==> src/rtl/dbg_scan_pkg.sv <==
package dbg_scan_pkg;
  localparam int unsigned BYTE_W    = 8;
  localparam int unsigned VEC_BYTES = 8;
  localparam int unsigned VEC_W     = BYTE_W * VEC_BYTES;
  localparam int unsigned WORD_W    = 2 * BYTE_W;
  localparam int unsigned NUM_GPR   = 4;
  localparam int unsigned IDX_W     = 3;

  localparam int unsigned ADDR_GPR = 3;
  localparam int unsigned HI_GPR   = 2;
  localparam int unsigned LO_GPR   = 1;

  localparam logic [BYTE_W-1:0] CMD_EXEC    = 8'h02;
  localparam logic [BYTE_W-1:0] CMD_IR_LOAD = 8'h06;
  localparam logic [BYTE_W-1:0] OP_WE_SET   = 8'h02;
  localparam logic [BYTE_W-1:0] OP_MEM_HI   = 8'hC8;
  localparam logic [BYTE_W-1:0] OP_MEM_LO   = 8'hC4;
  localparam logic [2:0]        OP_LDI_TAG  = 3'b101;
  localparam logic [IDX_W-1:0]  IDX_PC      = 3'd4;

  // field order is the scan order: cmd is shifted out first
  typedef struct packed {
    logic [BYTE_W-1:0] cmd;
    logic [BYTE_W-1:0] r0;
    logic [BYTE_W-1:0] r1;
    logic [BYTE_W-1:0] r2;
    logic [BYTE_W-1:0] r3;
    logic [BYTE_W-1:0] pc;
    logic [BYTE_W-1:0] ir_hi;
    logic [BYTE_W-1:0] ir_lo;
  } scan_vec_t;
endpackage

==> src/rtl/dbg_sync.sv <==
module dbg_sync #(
  parameter int unsigned WIDTH  = 3,
  parameter int unsigned STAGES = 2
) (
  input  logic             clk_i,
  input  logic             rst_ni,
  input  logic [WIDTH-1:0] d_i,
  output logic [WIDTH-1:0] q_o
);
  logic [WIDTH-1:0] stg_q [STAGES];

  for (genvar s = 0; s < STAGES; s++) begin : g_stage
    if (s == 0) begin : g_first
      always_ff @(posedge clk_i or negedge rst_ni) begin
        if (!rst_ni) stg_q[s] <= '0;
        else         stg_q[s] <= d_i;
      end
    end else begin : g_next
      always_ff @(posedge clk_i or negedge rst_ni) begin
        if (!rst_ni) stg_q[s] <= '0;
        else         stg_q[s] <= stg_q[s-1];
      end
    end
  end

  assign q_o = stg_q[STAGES-1];
endmodule

==> src/rtl/dbg_scan_shift.sv <==
module dbg_scan_shift
  import dbg_scan_pkg::*;
(
  input  logic              clk_i,
  input  logic              rst_ni,
  input  logic              shift_i,
  input  logic              fall_i,
  input  logic              bit_i,
  input  logic              arm_i,
  input  logic [VEC_W-1:0]  snap_i,
  output logic [BYTE_W-1:0] cmd_o,
  output logic [WORD_W-1:0] word_o,
  output logic              pend_o,
  output logic              miso_o
);
  logic [VEC_W-1:0] vec_q;
  logic             pend_q;
  logic             miso_q;

  always_ff @(posedge clk_i or negedge rst_ni) begin
    if (!rst_ni) begin
      vec_q  <= '0;
      pend_q <= 1'b1;
      miso_q <= 1'b0;
    end else begin
      if (shift_i) vec_q <= pend_q ? snap_i : {vec_q[VEC_W-2:0], bit_i};
      // a step arms the next rise for a load; arming wins over consuming
      if (arm_i)        pend_q <= 1'b1;
      else if (shift_i) pend_q <= 1'b0;
      if (fall_i) miso_q <= vec_q[VEC_W-1];
    end
  end

  assign cmd_o  = vec_q[VEC_W-1 -: BYTE_W];
  assign word_o = vec_q[WORD_W-1:0];
  assign pend_o = pend_q;
  assign miso_o = miso_q;
endmodule

==> src/rtl/dbg_cpu_core.sv <==
module dbg_cpu_core
  import dbg_scan_pkg::*;
(
  input  logic              clk_i,
  input  logic              rst_ni,
  input  logic              step_i,
  input  logic [BYTE_W-1:0] cmd_i,
  input  logic [WORD_W-1:0] word_i,
  input  logic [WORD_W-1:0] mem_rdata_i,
  output scan_vec_t         snap_o,
  output logic [BYTE_W-1:0] mem_addr_o,
  output logic [WORD_W-1:0] mem_wdata_o,
  output logic              mem_we_o,
  output logic [WORD_W-1:0] ir_o,
  output logic [BYTE_W-1:0] gpr0_o
);
  logic [BYTE_W-1:0] gpr_q [NUM_GPR];
  logic [BYTE_W-1:0] pc_q;
  logic [WORD_W-1:0] ir_q;
  logic              we_q;

  logic [BYTE_W-1:0] op_hi, op_lo;
  logic [IDX_W-1:0]  ldi_idx;
  logic              do_exec, do_ir, is_ldi;

  always_comb begin
    op_hi   = word_i[WORD_W-1:BYTE_W];
    op_lo   = word_i[BYTE_W-1:0];
    ldi_idx = op_hi[4:2];
    is_ldi  = (op_hi[7:5] == OP_LDI_TAG) && (op_hi[1:0] == 2'b00);
    do_exec = step_i && (cmd_i == CMD_EXEC);
    do_ir   = step_i && (cmd_i == CMD_IR_LOAD);
  end

  for (genvar g = 0; g < NUM_GPR; g++) begin : g_gpr
    logic              wen;
    logic [BYTE_W-1:0] wdat;
    if (g == HI_GPR) begin : g_mem_hi
      always_comb begin
        wen  = do_exec && ((is_ldi && ldi_idx == IDX_W'(g)) || op_hi == OP_MEM_HI);
        wdat = (op_hi == OP_MEM_HI) ? mem_rdata_i[WORD_W-1:BYTE_W] : op_lo;
      end
    end else if (g == LO_GPR) begin : g_mem_lo
      always_comb begin
        wen  = do_exec && ((is_ldi && ldi_idx == IDX_W'(g)) || op_hi == OP_MEM_LO);
        wdat = (op_hi == OP_MEM_LO) ? mem_rdata_i[BYTE_W-1:0] : op_lo;
      end
    end else begin : g_plain
      always_comb begin
        wen  = do_exec && is_ldi && (ldi_idx == IDX_W'(g));
        wdat = op_lo;
      end
    end
    always_ff @(posedge clk_i or negedge rst_ni) begin
      if (!rst_ni)  gpr_q[g] <= '0;
      else if (wen) gpr_q[g] <= wdat;
    end
  end

  always_ff @(posedge clk_i or negedge rst_ni) begin
    if (!rst_ni) begin
      pc_q <= '0;
      ir_q <= '0;
      we_q <= 1'b0;
    end else begin
      if (do_exec && is_ldi && ldi_idx == IDX_PC) pc_q <= op_lo;
      if (do_ir)   ir_q <= word_i;
      if (do_exec) we_q <= (op_hi == OP_WE_SET);
    end
  end

  always_comb begin
    snap_o.cmd   = '0;
    snap_o.r0    = gpr_q[0];
    snap_o.r1    = gpr_q[1];
    snap_o.r2    = gpr_q[2];
    snap_o.r3    = gpr_q[3];
    snap_o.pc    = pc_q;
    snap_o.ir_hi = ir_q[WORD_W-1:BYTE_W];
    snap_o.ir_lo = ir_q[BYTE_W-1:0];
  end

  assign mem_addr_o  = gpr_q[ADDR_GPR];
  assign mem_wdata_o = {gpr_q[HI_GPR], gpr_q[LO_GPR]};
  assign mem_we_o    = we_q;
  assign ir_o        = ir_q;
  assign gpr0_o      = gpr_q[0];
endmodule

==> src/rtl/scan_debug_port.sv <==
module scan_debug_port
  import dbg_scan_pkg::*;
#(
  parameter int unsigned SYNC_STAGES = 2
) (
  input  logic        clk_i,
  input  logic        rst_ni,
  input  logic        sclk_i,
  input  logic        mosi_i,
  input  logic        cpu_clk_i,
  output logic        miso_o,
  output logic [7:0]  mem_addr_o,
  output logic [15:0] mem_wdata_o,
  output logic        mem_we_o,
  input  logic [15:0] mem_rdata_i
);
  localparam int unsigned N_IN    = 3;
  localparam int unsigned IN_SCLK = 0;
  localparam int unsigned IN_MOSI = 1;
  localparam int unsigned IN_CPU  = 2;

  logic [N_IN-1:0] raw_in, lvl;
  assign raw_in = {cpu_clk_i, mosi_i, sclk_i};

  dbg_sync #(.WIDTH(N_IN), .STAGES(SYNC_STAGES)) u_sync (
    .clk_i (clk_i),
    .rst_ni(rst_ni),
    .d_i   (raw_in),
    .q_o   (lvl)
  );

  logic sclk_prev_q, cpu_prev_q;
  always_ff @(posedge clk_i or negedge rst_ni) begin
    if (!rst_ni) begin
      sclk_prev_q <= 1'b0;
      cpu_prev_q  <= 1'b0;
    end else begin
      sclk_prev_q <= lvl[IN_SCLK];
      cpu_prev_q  <= lvl[IN_CPU];
    end
  end

  logic sclk_rise, sclk_fall, cpu_rise;
  assign sclk_rise = lvl[IN_SCLK] & ~sclk_prev_q;
  assign sclk_fall = ~lvl[IN_SCLK] & sclk_prev_q;
  assign cpu_rise  = lvl[IN_CPU] & ~cpu_prev_q;

  scan_vec_t         snap;
  logic [BYTE_W-1:0] cmd_w;
  logic [WORD_W-1:0] word_w, ir_w;
  logic [BYTE_W-1:0] gpr0_w;
  logic              load_pend;

  dbg_scan_shift u_shift (
    .clk_i  (clk_i),
    .rst_ni (rst_ni),
    .shift_i(sclk_rise),
    .fall_i (sclk_fall),
    .bit_i  (lvl[IN_MOSI]),
    .arm_i  (cpu_rise),
    .snap_i (snap),
    .cmd_o  (cmd_w),
    .word_o (word_w),
    .pend_o (load_pend),
    .miso_o (miso_o)
  );

  dbg_cpu_core u_core (
    .clk_i      (clk_i),
    .rst_ni     (rst_ni),
    .step_i     (cpu_rise),
    .cmd_i      (cmd_w),
    .word_i     (word_w),
    .mem_rdata_i(mem_rdata_i),
    .snap_o     (snap),
    .mem_addr_o (mem_addr_o),
    .mem_wdata_o(mem_wdata_o),
    .mem_we_o   (mem_we_o),
    .ir_o       (ir_w),
    .gpr0_o     (gpr0_w)
  );
endmodule

==> config.mk <==
export PLATFORM = sky130hd
export DESIGN_NAME = scan_debug_port
export DESIGN_NICKNAME = d
export VERILOG_FILES = /design/src/rtl/dbg_scan_pkg.sv /design/src/rtl/dbg_sync.sv /design/src/rtl/dbg_scan_shift.sv /design/src/rtl/dbg_cpu_core.sv /design/src/rtl/scan_debug_port.sv
export SDC_FILE = /design/constraint.sdc
export NUM_CORES = 1
export LEC_CHECK = 0
export BUFFER_PORTS_ARGS = -buffer_cell sky130_fd_sc_hd__clkbuf_2
export CAP_MARGIN = 20
export CORE_UTILIZATION = 58
export DETAILED_ROUTE_END_ITERATION = 7
export PLACE_DENSITY = 0.78
export SLEW_MARGIN = 10
export SYNTH_ARGS = -nofsm -noshare
export SYNTH_HDL_FRONTEND = slang
export SYNTH_SLANG_ARGS = --single-unit
==> constraint.sdc <==
create_clock -name clk_i -period 4.26 [get_ports clk_i]
set_input_delay 0.852 -clock clk_i [delete_from_list [all_inputs] [get_ports clk_i]]
set_output_delay 0.852 -clock clk_i [all_outputs]
set_load 0.005 [all_outputs]
[Yosys cells after proc, flatten, opt, wreduce, memory -nomap -nowiden]
Index checks and enable logic that the tools add are counted.
Operators by class
  equal/unequal tests: 10
  muxes and demuxes: 5
  bitwise gates (word level): 6
  reduce and logical (&&, ||, !) cells: 16
Operators with widths (number)
  64-bit two-way mux: 1
  8-bit by 2-bit equality test with 1-bit output, second input constant: 2
  8-bit equality test, second input constant: 2
  8-bit two-way mux: 2
  1-bit logical AND: 11
  8-bit by 3-bit equality test with 1-bit output, second input constant: 1
  3-bit by 2-bit equality test with 1-bit output, second input constant: 2
  3-bit equality test, second input constant: 2
  1-bit AND: 3
  3-bit by 1-bit equality test with 1-bit output, second input constant: 1
  3-bit logical NOT: 1
  1-bit inverter: 3
  2-bit logical NOT: 1
  1-bit logical OR: 2
  1-bit two-way mux: 2
  2-bit nonzero test: 1
Word-level totals
  flip-flop bits (word level): 131
  input bits: 21
  output and inout bits: 26
  word-level logic and storage cells: 51

[Depth between registers and ports, before layout]
Gate-level depths: netlist (run 1).
  depth after elaboration: 5
  gate-level depth with buffers: 6
  mapped depth without buffers: 4

[Hierarchy]
A second synthesis (run 1) with hierarchy kept.
Second synthesis, totals
  cell total of the unflattened synthesis: 538
  area total of the unflattened synthesis: 6388.6 µm²
Modules (own cells, without submodules)
  dbg_scan_shift: times used 1, cells each 306, area an instance 3211.8 µm², sequential area each 1652.8 µm²
  dbg_cpu_core: times used 1, cells each 218, area an instance 2932.8 µm², sequential area each 1426.4 µm²
  dbg_sync: times used 1, cells each 9, area an instance 172.7 µm², sequential area each 150.1 µm²
  scan_debug_port: times used 1, cells each 5, area an instance 71.3 µm², sequential area each 50.0 µm²

[Worst setup path before layout (run 1)]
OpenSTA, ideal clock, no wires.
  path type: register to register
  start: register u_shift.vec_q[56]
  end: register u_core.gpr_q (netlist bit u_core.gpr0_o[2])
  library setup time: 0.125 ns
  arrival time: 2.306 ns
  required time: 4.135 ns
  setup slack: 1.830 ns
  stages on the path, launching flop included: 6
  buffers on the path: 1
  period minus slack after synthesis: 2.430 ns
  cells stage by stage: dfrtp_1 -> or4b_1 -> or4_1 -> buf_2 -> nor4_4 -> mux2_2
On the way
  word-level cells in the longest chain between the ends: 4
RTL lines
  start, declared: line dbg_scan_shift.sv:16  | logic [VEC_W-1:0] vec_q;
  start signal, assigned: line dbg_scan_shift.sv:26  | if (shift_i) vec_q <= pend_q ? snap_i : {vec_q[VEC_W-2:0], bit_i};
  8-bit by 2-bit equality test with 1-bit output: line dbg_cpu_core.sv:31  | do_exec = step_i && (cmd_i == CMD_EXEC);
  1-bit logical AND: line dbg_cpu_core.sv:31
  1-bit logical AND (2 in series): line dbg_cpu_core.sv:50  | wen = do_exec && is_ldi && (ldi_idx == IDX_W'(g));
  end signal, assigned by index: line dbg_cpu_core.sv:56  | else if (wen) gpr_q[g] <= wdat;
  end, declared: line dbg_cpu_core.sv:17  | logic [BYTE_W-1:0] gpr_q [NUM_GPR];
Every way passes these cells.
A chain may end at the register's enable or synchronous reset.

[Worst setup path after layout (run 1)]
  start: register u_shift.vec_q[56]
  end: register u_core.gpr_q (netlist bit u_core.mem_wdata_o[4])
On the way
  word-level cells in the longest chain between the ends: 3
RTL lines
  8-bit by 2-bit equality test with 1-bit output: line dbg_cpu_core.sv:31
  1-bit logical AND: line dbg_cpu_core.sv:31
  1-bit logical AND: line dbg_cpu_core.sv:45  | wen = do_exec && ((is_ldi && ldi_idx == IDX_W'(g)) || op_hi == OP_MEM_LO);
Every way passes these cells.

==> impl_metrics.json, run 1 <==
{
  "port_buffers": 46,
  "max_freq_mhz": 358,
  "hold_ws_ns": 0.352,
  "antenna_found_initial": 0,
  "r2r_slack_ns": 1.47,
  "start_kind": "flop",
  "fin_worst_skew_ns": 0.00637,
  "setup_tns_ns": 0,
  "nFillCells": 730,
  "drtIter0Drc": 141,
  "globalplace.congestion": 0.862,
  "cts.sinks": 131,
  "initial_core_util_pct": 59.7,
  "rows": 36,
  "multi_input_area_um2": 2260,
  "relSlewSlack_pct": 37.7,
  "grt_remaining_overflow": 0,
  "period_needed_ns": 2.79,
  "grt_max_degree": 130,
  "grt_pass1_vias": 3788,
  "fin_crit_sh_pct": 65.6,
  "vias": 3610,
  "min_path_type": "flop to flop",
  "crit_type": "flop to flop",
  "grtUsageTotal_pct": 25.2,
  "coreArea_um2": 9730,
  "hold_buffers": 0,
  "regArea_um2": 3280,
  "cts_setup_buffers": 0,
  "r2r_end": "u_core.mem_wdata_o[4]",
  "cts.path.max_buffers": 2,
  "cap_violations": 0,
  "r2r_cells": 4,
  "place_ws_ns": 1.46,
  "cts.clk_slew.worst_paths_ns": 0.06,
  "htreeDepth": 4,
  "fp.dieH_um": 102,
  "crit_fanout": 8,
  "fin_area_um2": 6580,
  "avgViaCountPerCell": 5.61,
  "finalPower_mw": 2.82,
  "max_slew.worst_pin.slew_ns": 0.935,
  "ys_seq_elements": 131,
  "area_growth_pct": 13.3,
  "end_kind": "flop",
  "rsz0062_at_grt": "no",
  "drive_gt1_share_pct": 31.3,
  "place_area_um2": 5970,
  "wl_mm": 12.1,
  "cts_resized": 0,
  "outcome": "complete, no violations",
  "clk_latency_ns": 0.52,
  "final_hold_viol_count": 0,
  "drtPass1Iterations": 5,
  "synth_area_um2": 5810,
  "cp-endpoint": "u_core.mem_wdata_o[4]",
  "yosys_warnings": 0,
  "dieArea_um2": 10400,
  "dp.cells": 612,
  "dp_hpwl_mm": 7.36,
  "postRouteAntennaNets": 0,
  "p_per_area_nw_per_um2": 429,
  "ir_worst_vdd_uv": 220,
  "grt_pass1_wl_mm": 19.4,
  "synthCells": 478,
  "finalNonFillerCells": 644,
  "finalWorstSetupSlack_ns": 1.47,
  "p_leak_nw": 3.29,
  "drc_errors": 0,
  "routedWlPerCell_um": 18.7,
  "syn_avg_cell_area_um2": 12.2,
  "fin_nets": 520,
  "r2r_start": "u_shift.vec_q[56]",
  "cts_tree": "done",
  "critPathRequiredTime_ns": 4.66,
  "io-pin-count": 47,
  "cp.arrival_ns": 3.20,
  "drv_slew": 0,
  "crit_start": "u_shift.vec_q[56]",
  "finalSetupViolations": 0,
  "antenna_cells": 0,
  "netlist-cell-type-count": 30,
  "cts-buffers-inserted": 17,
  "die_w_um": 102,
  "root_buffer": "clkbuf_8",
  "final_util_pct": 67.6,
  "ys_seq_area_share_pct": 56.5,
  "synth_fp_nets": 499
}
cells in the mapped netlist:
cell	count	area share, %
dfrtp_1	130	56
mux2_2	71	14
nand2_1	67	4.3
o21ai_0	66	5.7
mux2i_1	56	9.6
buf_4	24	3.1
clkbuf_1	18	1.2
nand2b_1	11	1.2
buf_1	6	0.39
mux2_1	2	0.39
nand3_1	2	0.17
nand4_1	2	0.22
nor2_1	2	0.13
nor3_1	2	0.17
nor3b_1	2	0.26
nor4_4	2	0.73
or4b_2	2	0.34
buf_2	1	0.086
dfstp_2	1	0.45
inv_1	1	0.065
nand4b_1	1	0.15
nor2b_1	1	0.11
nor4_1	1	0.11
nor4b_4	1	0.41
o41ai_1	1	0.15
or3b_2	1	0.15
or4_1	1	0.13
or4b_1	1	0.17
or4bb_1	1	0.19
xnor2_1	1	0.15
critical path: stages, from the launching register on:
cell	delay, ns
dfrtp_1	0.39
or4b_1	0.55
or4_1	0.63
nor4_4	0.70
mux2_2	0.41
layer usage:
layer	GRT usage (%)	part of all wire (%)	up-vias
met3	5.75	3.2	26
met2	42.0	51	77
met1	31.6	44	1824
met4	11.2	2.2	0
li1	-	-	1683
met5	0	0	-
cell usage in the layout (no fill, tap or decap), types with 3 or more instances in the layout:
cell / count
buf_4: 5
bufinv_16: 3
clkbuf_16: 16
clkbuf_2: 45
clkinv_2: 4
dfrtp_1: 130
mux2_2: 71
mux2i_1: 56
nand2_1: 67
nand2b_1: 10
o21ai_0: 66
worst min path at each step:
stage                                from       endpoint  slack [ns]  cells after the start
after CTS                 u_sync.stg_q[4]  u_sync.q_o[1]        0.35                      0
after global routing      u_sync.stg_q[5]  u_sync.q_o[2]        0.36                      0
after floorplan           u_sync.stg_q[3]  u_sync.q_o[0]        0.33                      0
after detailed placement  u_sync.stg_q[4]  u_sync.q_o[1]        0.33                      0
final                     u_sync.stg_q[4]  u_sync.q_o[1]        0.35                      0
after global placement    u_sync.stg_q[5]  u_sync.q_o[2]        0.33                      0
sequential cells by signal, summed over array words and instances, names as in the netlist:
signal,count
u_shift.miso_o,1
u_sync.stg_q,3
cpu_prev_q,1
u_core.mem_addr_o,8
u_core.gpr0_o,8
u_core.mem_we_o,1
u_core.pc_q,8
u_sync.q_o,3
sclk_prev_q,1
u_shift.pend_o,1
u_core.mem_wdata_o,16
u_core.ir_o,16
u_shift.vec_q,64
logic make-up (layout without fill, tap and decap cells):
kind of cell / Yosys count / after routing / synth area share, %
muxes: 129 / 129 / 23.8
and+or+nand+nor: 100 / 100 / 8.96
AOI/OAI and AO/OA: 67 / 67 / 5.84
xor gates and xnor gates: 1 / 1 / 0.151
DFF: 131 / 131 / 56.5
buffers and inverters: 50 / 83 / 4.80
where the power goes:
part	internal (mW)	leakage, nW	total [mW]	switching, mW
Combinational	0.0469	1.20	0.0951	0.0483
Sequential	1.26	1.81	1.30	0.0480
Clock	0.888	0.281	1.42	0.537
Total	2.19	3.29	2.82	0.633
layout make-up:
class	count	share of cell area (%)
Clock buffer	18	6.35
Sequential cell	131	49.9
Clock inverter	13	2.43
Inverter	1	0.0570
Multi-Input combinational cell	297	34.3
Timing Repair Buffer	51	4.41
Tap cell	133	2.53
(Power assumes the default switching activity.)
==> inputs of run 2 (changes only) <==
==> constraint.sdc (replaced) <==
create_clock -name clk_i -period 2.6 [get_ports clk_i]
set_input_delay 0.52 -clock clk_i [delete_from_list [all_inputs] [get_ports clk_i]]
set_output_delay 0.52 -clock clk_i [all_outputs]
set_load 0.005 [all_outputs]
==> run 2 against run 1 <==
- combinational power is 100% higher
- global-route usage shrank 0.37 points
- worst setup slack worse by 1.3 ns
- register-to-register slack worse by 1.3 ns
==> impl_metrics.json, run 2 (same netlist as run 1, synthesis figures left out) <==
{
  "grtUsageTotal_pct": 24.9,
  "clk_latency_ns": 0.52,
  "drv_slew": 0,
  "dieArea_um2": 10400,
  "fin_nets": 529,
  "hp-start": "mosi_i",
  "cp_num_buf_inv": 1,
  "r2r_start": "u_shift.vec_q[56]",
  "max_freq_mhz": 406,
  "hold_depth": 1,
  "finalSetupViolations": 0,
  "port_buffers": 46,
  "p_per_area_nw_per_um2": 684,
  "cts.clk_slew.worst_paths_ns": 0.06,
  "final_hold_viol_count": 0,
  "period_needed_ns": 2.46,
  "crit_fanout": 8,
  "area_growth_pct": 14.9,
  "hold_ws_ns": 0.0999,
  "die_w_um": 102,
  "max_slew.worst_pin.slew_ns": 0.570,
  "routedWlPerCell_um": 17.8,
  "setup_tns_ns": 0,
  "cts.sinks": 131,
  "vias": 3629,
  "finalNonFillerCells": 653,
  "worst_path_max_delay_cell": "or4b_1",
  "io-pin-count": 47,
  "end_kind": "flop",
  "grt_max_degree": 130,
  "p_leak_nw": 3.35,
  "r2r_cells": 5,
  "relSlewSlack_pct": 61.6,
  "fp.dieH_um": 102,
  "critPathRequiredTime_ns": 3.00,
  "largest_register_ffs": 64,
  "path_cells": "or4b_1, or4_4, nor4_4, buf_4, mux2_1",
  "ir_worst_vdd_uv": 494,
  "grt_remaining_overflow": 0,
  "postRouteAntennaNets": 0,
  "drive_gt1_share_pct": 32.7,
  "rows": 36,
  "dp_hpwl_mm": 7.27,
  "min_to": "u_sync.stg_q[4]",
  "r2r_end": "u_core.gpr0_o[1]",
  "largest-register": "u_shift.vec_q",
  "multi_input_area_um2": 2270,
  "globalplace.congestion": 0.810,
  "rsz0062_at_grt": "no",
  "initial_core_util_pct": 59.7,
  "dp.cells": 620,
  "crit_path_max_incr_delay_ns": 0.54,
  "nFillCells": 719,
  "crit_type": "flop to flop",
  "antenna_cells": 0,
  "cap_violations": 0,
  "antenna_found_initial": 0,
  "fin_crit_sh_pct": 94.8,
  "grt_pass1_wl_mm": 19.1,
  "min_path_type": "primary input to flop",
  "cts.path.max_buffers": 2,
  "crit_family": "simple AND/OR/NAND/NOR gates",
  "place_ws_ns": 0.00905,
  "grt_pass1_vias": 3709,
  "cts-buffers-inserted": 17,
  "avgViaCountPerCell": 5.56,
  "finalPower_mw": 4.57,
  "outcome": "complete, no violations",
  "cts_tree": "done",
  "finalWorstSetupSlack_ns": 0.136,
  "htreeDepth": 4,
  "regArea_um2": 3280,
  "fin_worst_skew_ns": 0.00408,
  "drc_errors": 0,
  "cp.arrival_ns": 2.86,
  "start_kind": "flop",
  "r2r_slack_ns": 0.14,
  "final_common_cell": "dfrtp_1",
  "wl_mm": 11.6,
  "drtPass1Iterations": 4,
  "final_cell_mix": "dfrtp_1 (130), mux2_2 (71), nand2_1 (67)",
  "coreArea_um2": 9730,
  "root_buffer": "clkbuf_8",
  "drtIter0Drc": 167
}
run 2: area by class of cell:
type / instances / area share [%]
Inverter: 1 / 0.0563
Sequential cell: 131 / 49.2
Multi-Input combinational cell: 297 / 34.0
Tap cell: 133 / 2.49
Timing Repair Buffer: 60 / 5.78
Clock buffer: 21 / 6.88
Clock inverter: 10 / 1.61
run 2: worst reg2reg max path, stage by stage (launching register included):
cell	delay [ns]
dfrtp_1	0.39
or4b_1	0.54
or4_4	0.53
nor4_4	0.32
buf_4	0.22
mux2_1	0.34
run 2: repair_timing:
| action | CTS | global route |
|---|---|---|
| gates cloned | 0 | 0 |
| resized for setup | 1 | 1 |
| setup endpoints to repair | 10 | 5 |
| hold endpoints to repair | 32 | 0 |
| pin swaps | 0 | 0 |
| hold buffers | 1 | 0 |
| buffers inserted | 0 | 0 |
run 2: report_power, final:
part           leakage, nW  switching (mW)  internal [mW]
Combinational         1.26           0.108         0.0841
Sequential            1.81          0.0499           2.06
Clock                0.275           0.845           1.42
Total                 3.35            1.00           3.56
run 2: layer usage:
metal	vias up	track usage, %	share of wire [%]
met3	10	6.84	4.6
met1	1833	33.7	44
met2	80	39.1	50
met4	0	7.91	1.0
met5	-	0	0
li1	1706	-	-
run 2: how the worst max path moves through the flow:
stage	depth (start not counted)	end	from	slack [ns]
after floorplan	5	u_core.gpr0_o[2]	u_shift.vec_q[56]	0.17
after global placement	5	u_core.gpr0_o[4]	u_shift.vec_q[56]	0.07
after detailed placement	5	u_core.gpr0_o[4]	u_shift.vec_q[56]	0.009
after CTS	5	u_core.gpr0_o[1]	u_shift.vec_q[56]	0.13
after global routing	5	u_core.mem_wdata_o[9]	u_shift.vec_q[56]	0.04
final	5	u_core.gpr0_o[1]	u_shift.vec_q[56]	0.14
run 2: metrics by stage:
stage / util [%] / cell area, um2
global route: 68.6 / 6670
CTS: 68.2 / 6640
global placement: 62.3 / 6060
detailed placement: 62.3 / 6060
floorplan: - / 5810
finish: 68.6 / 6670
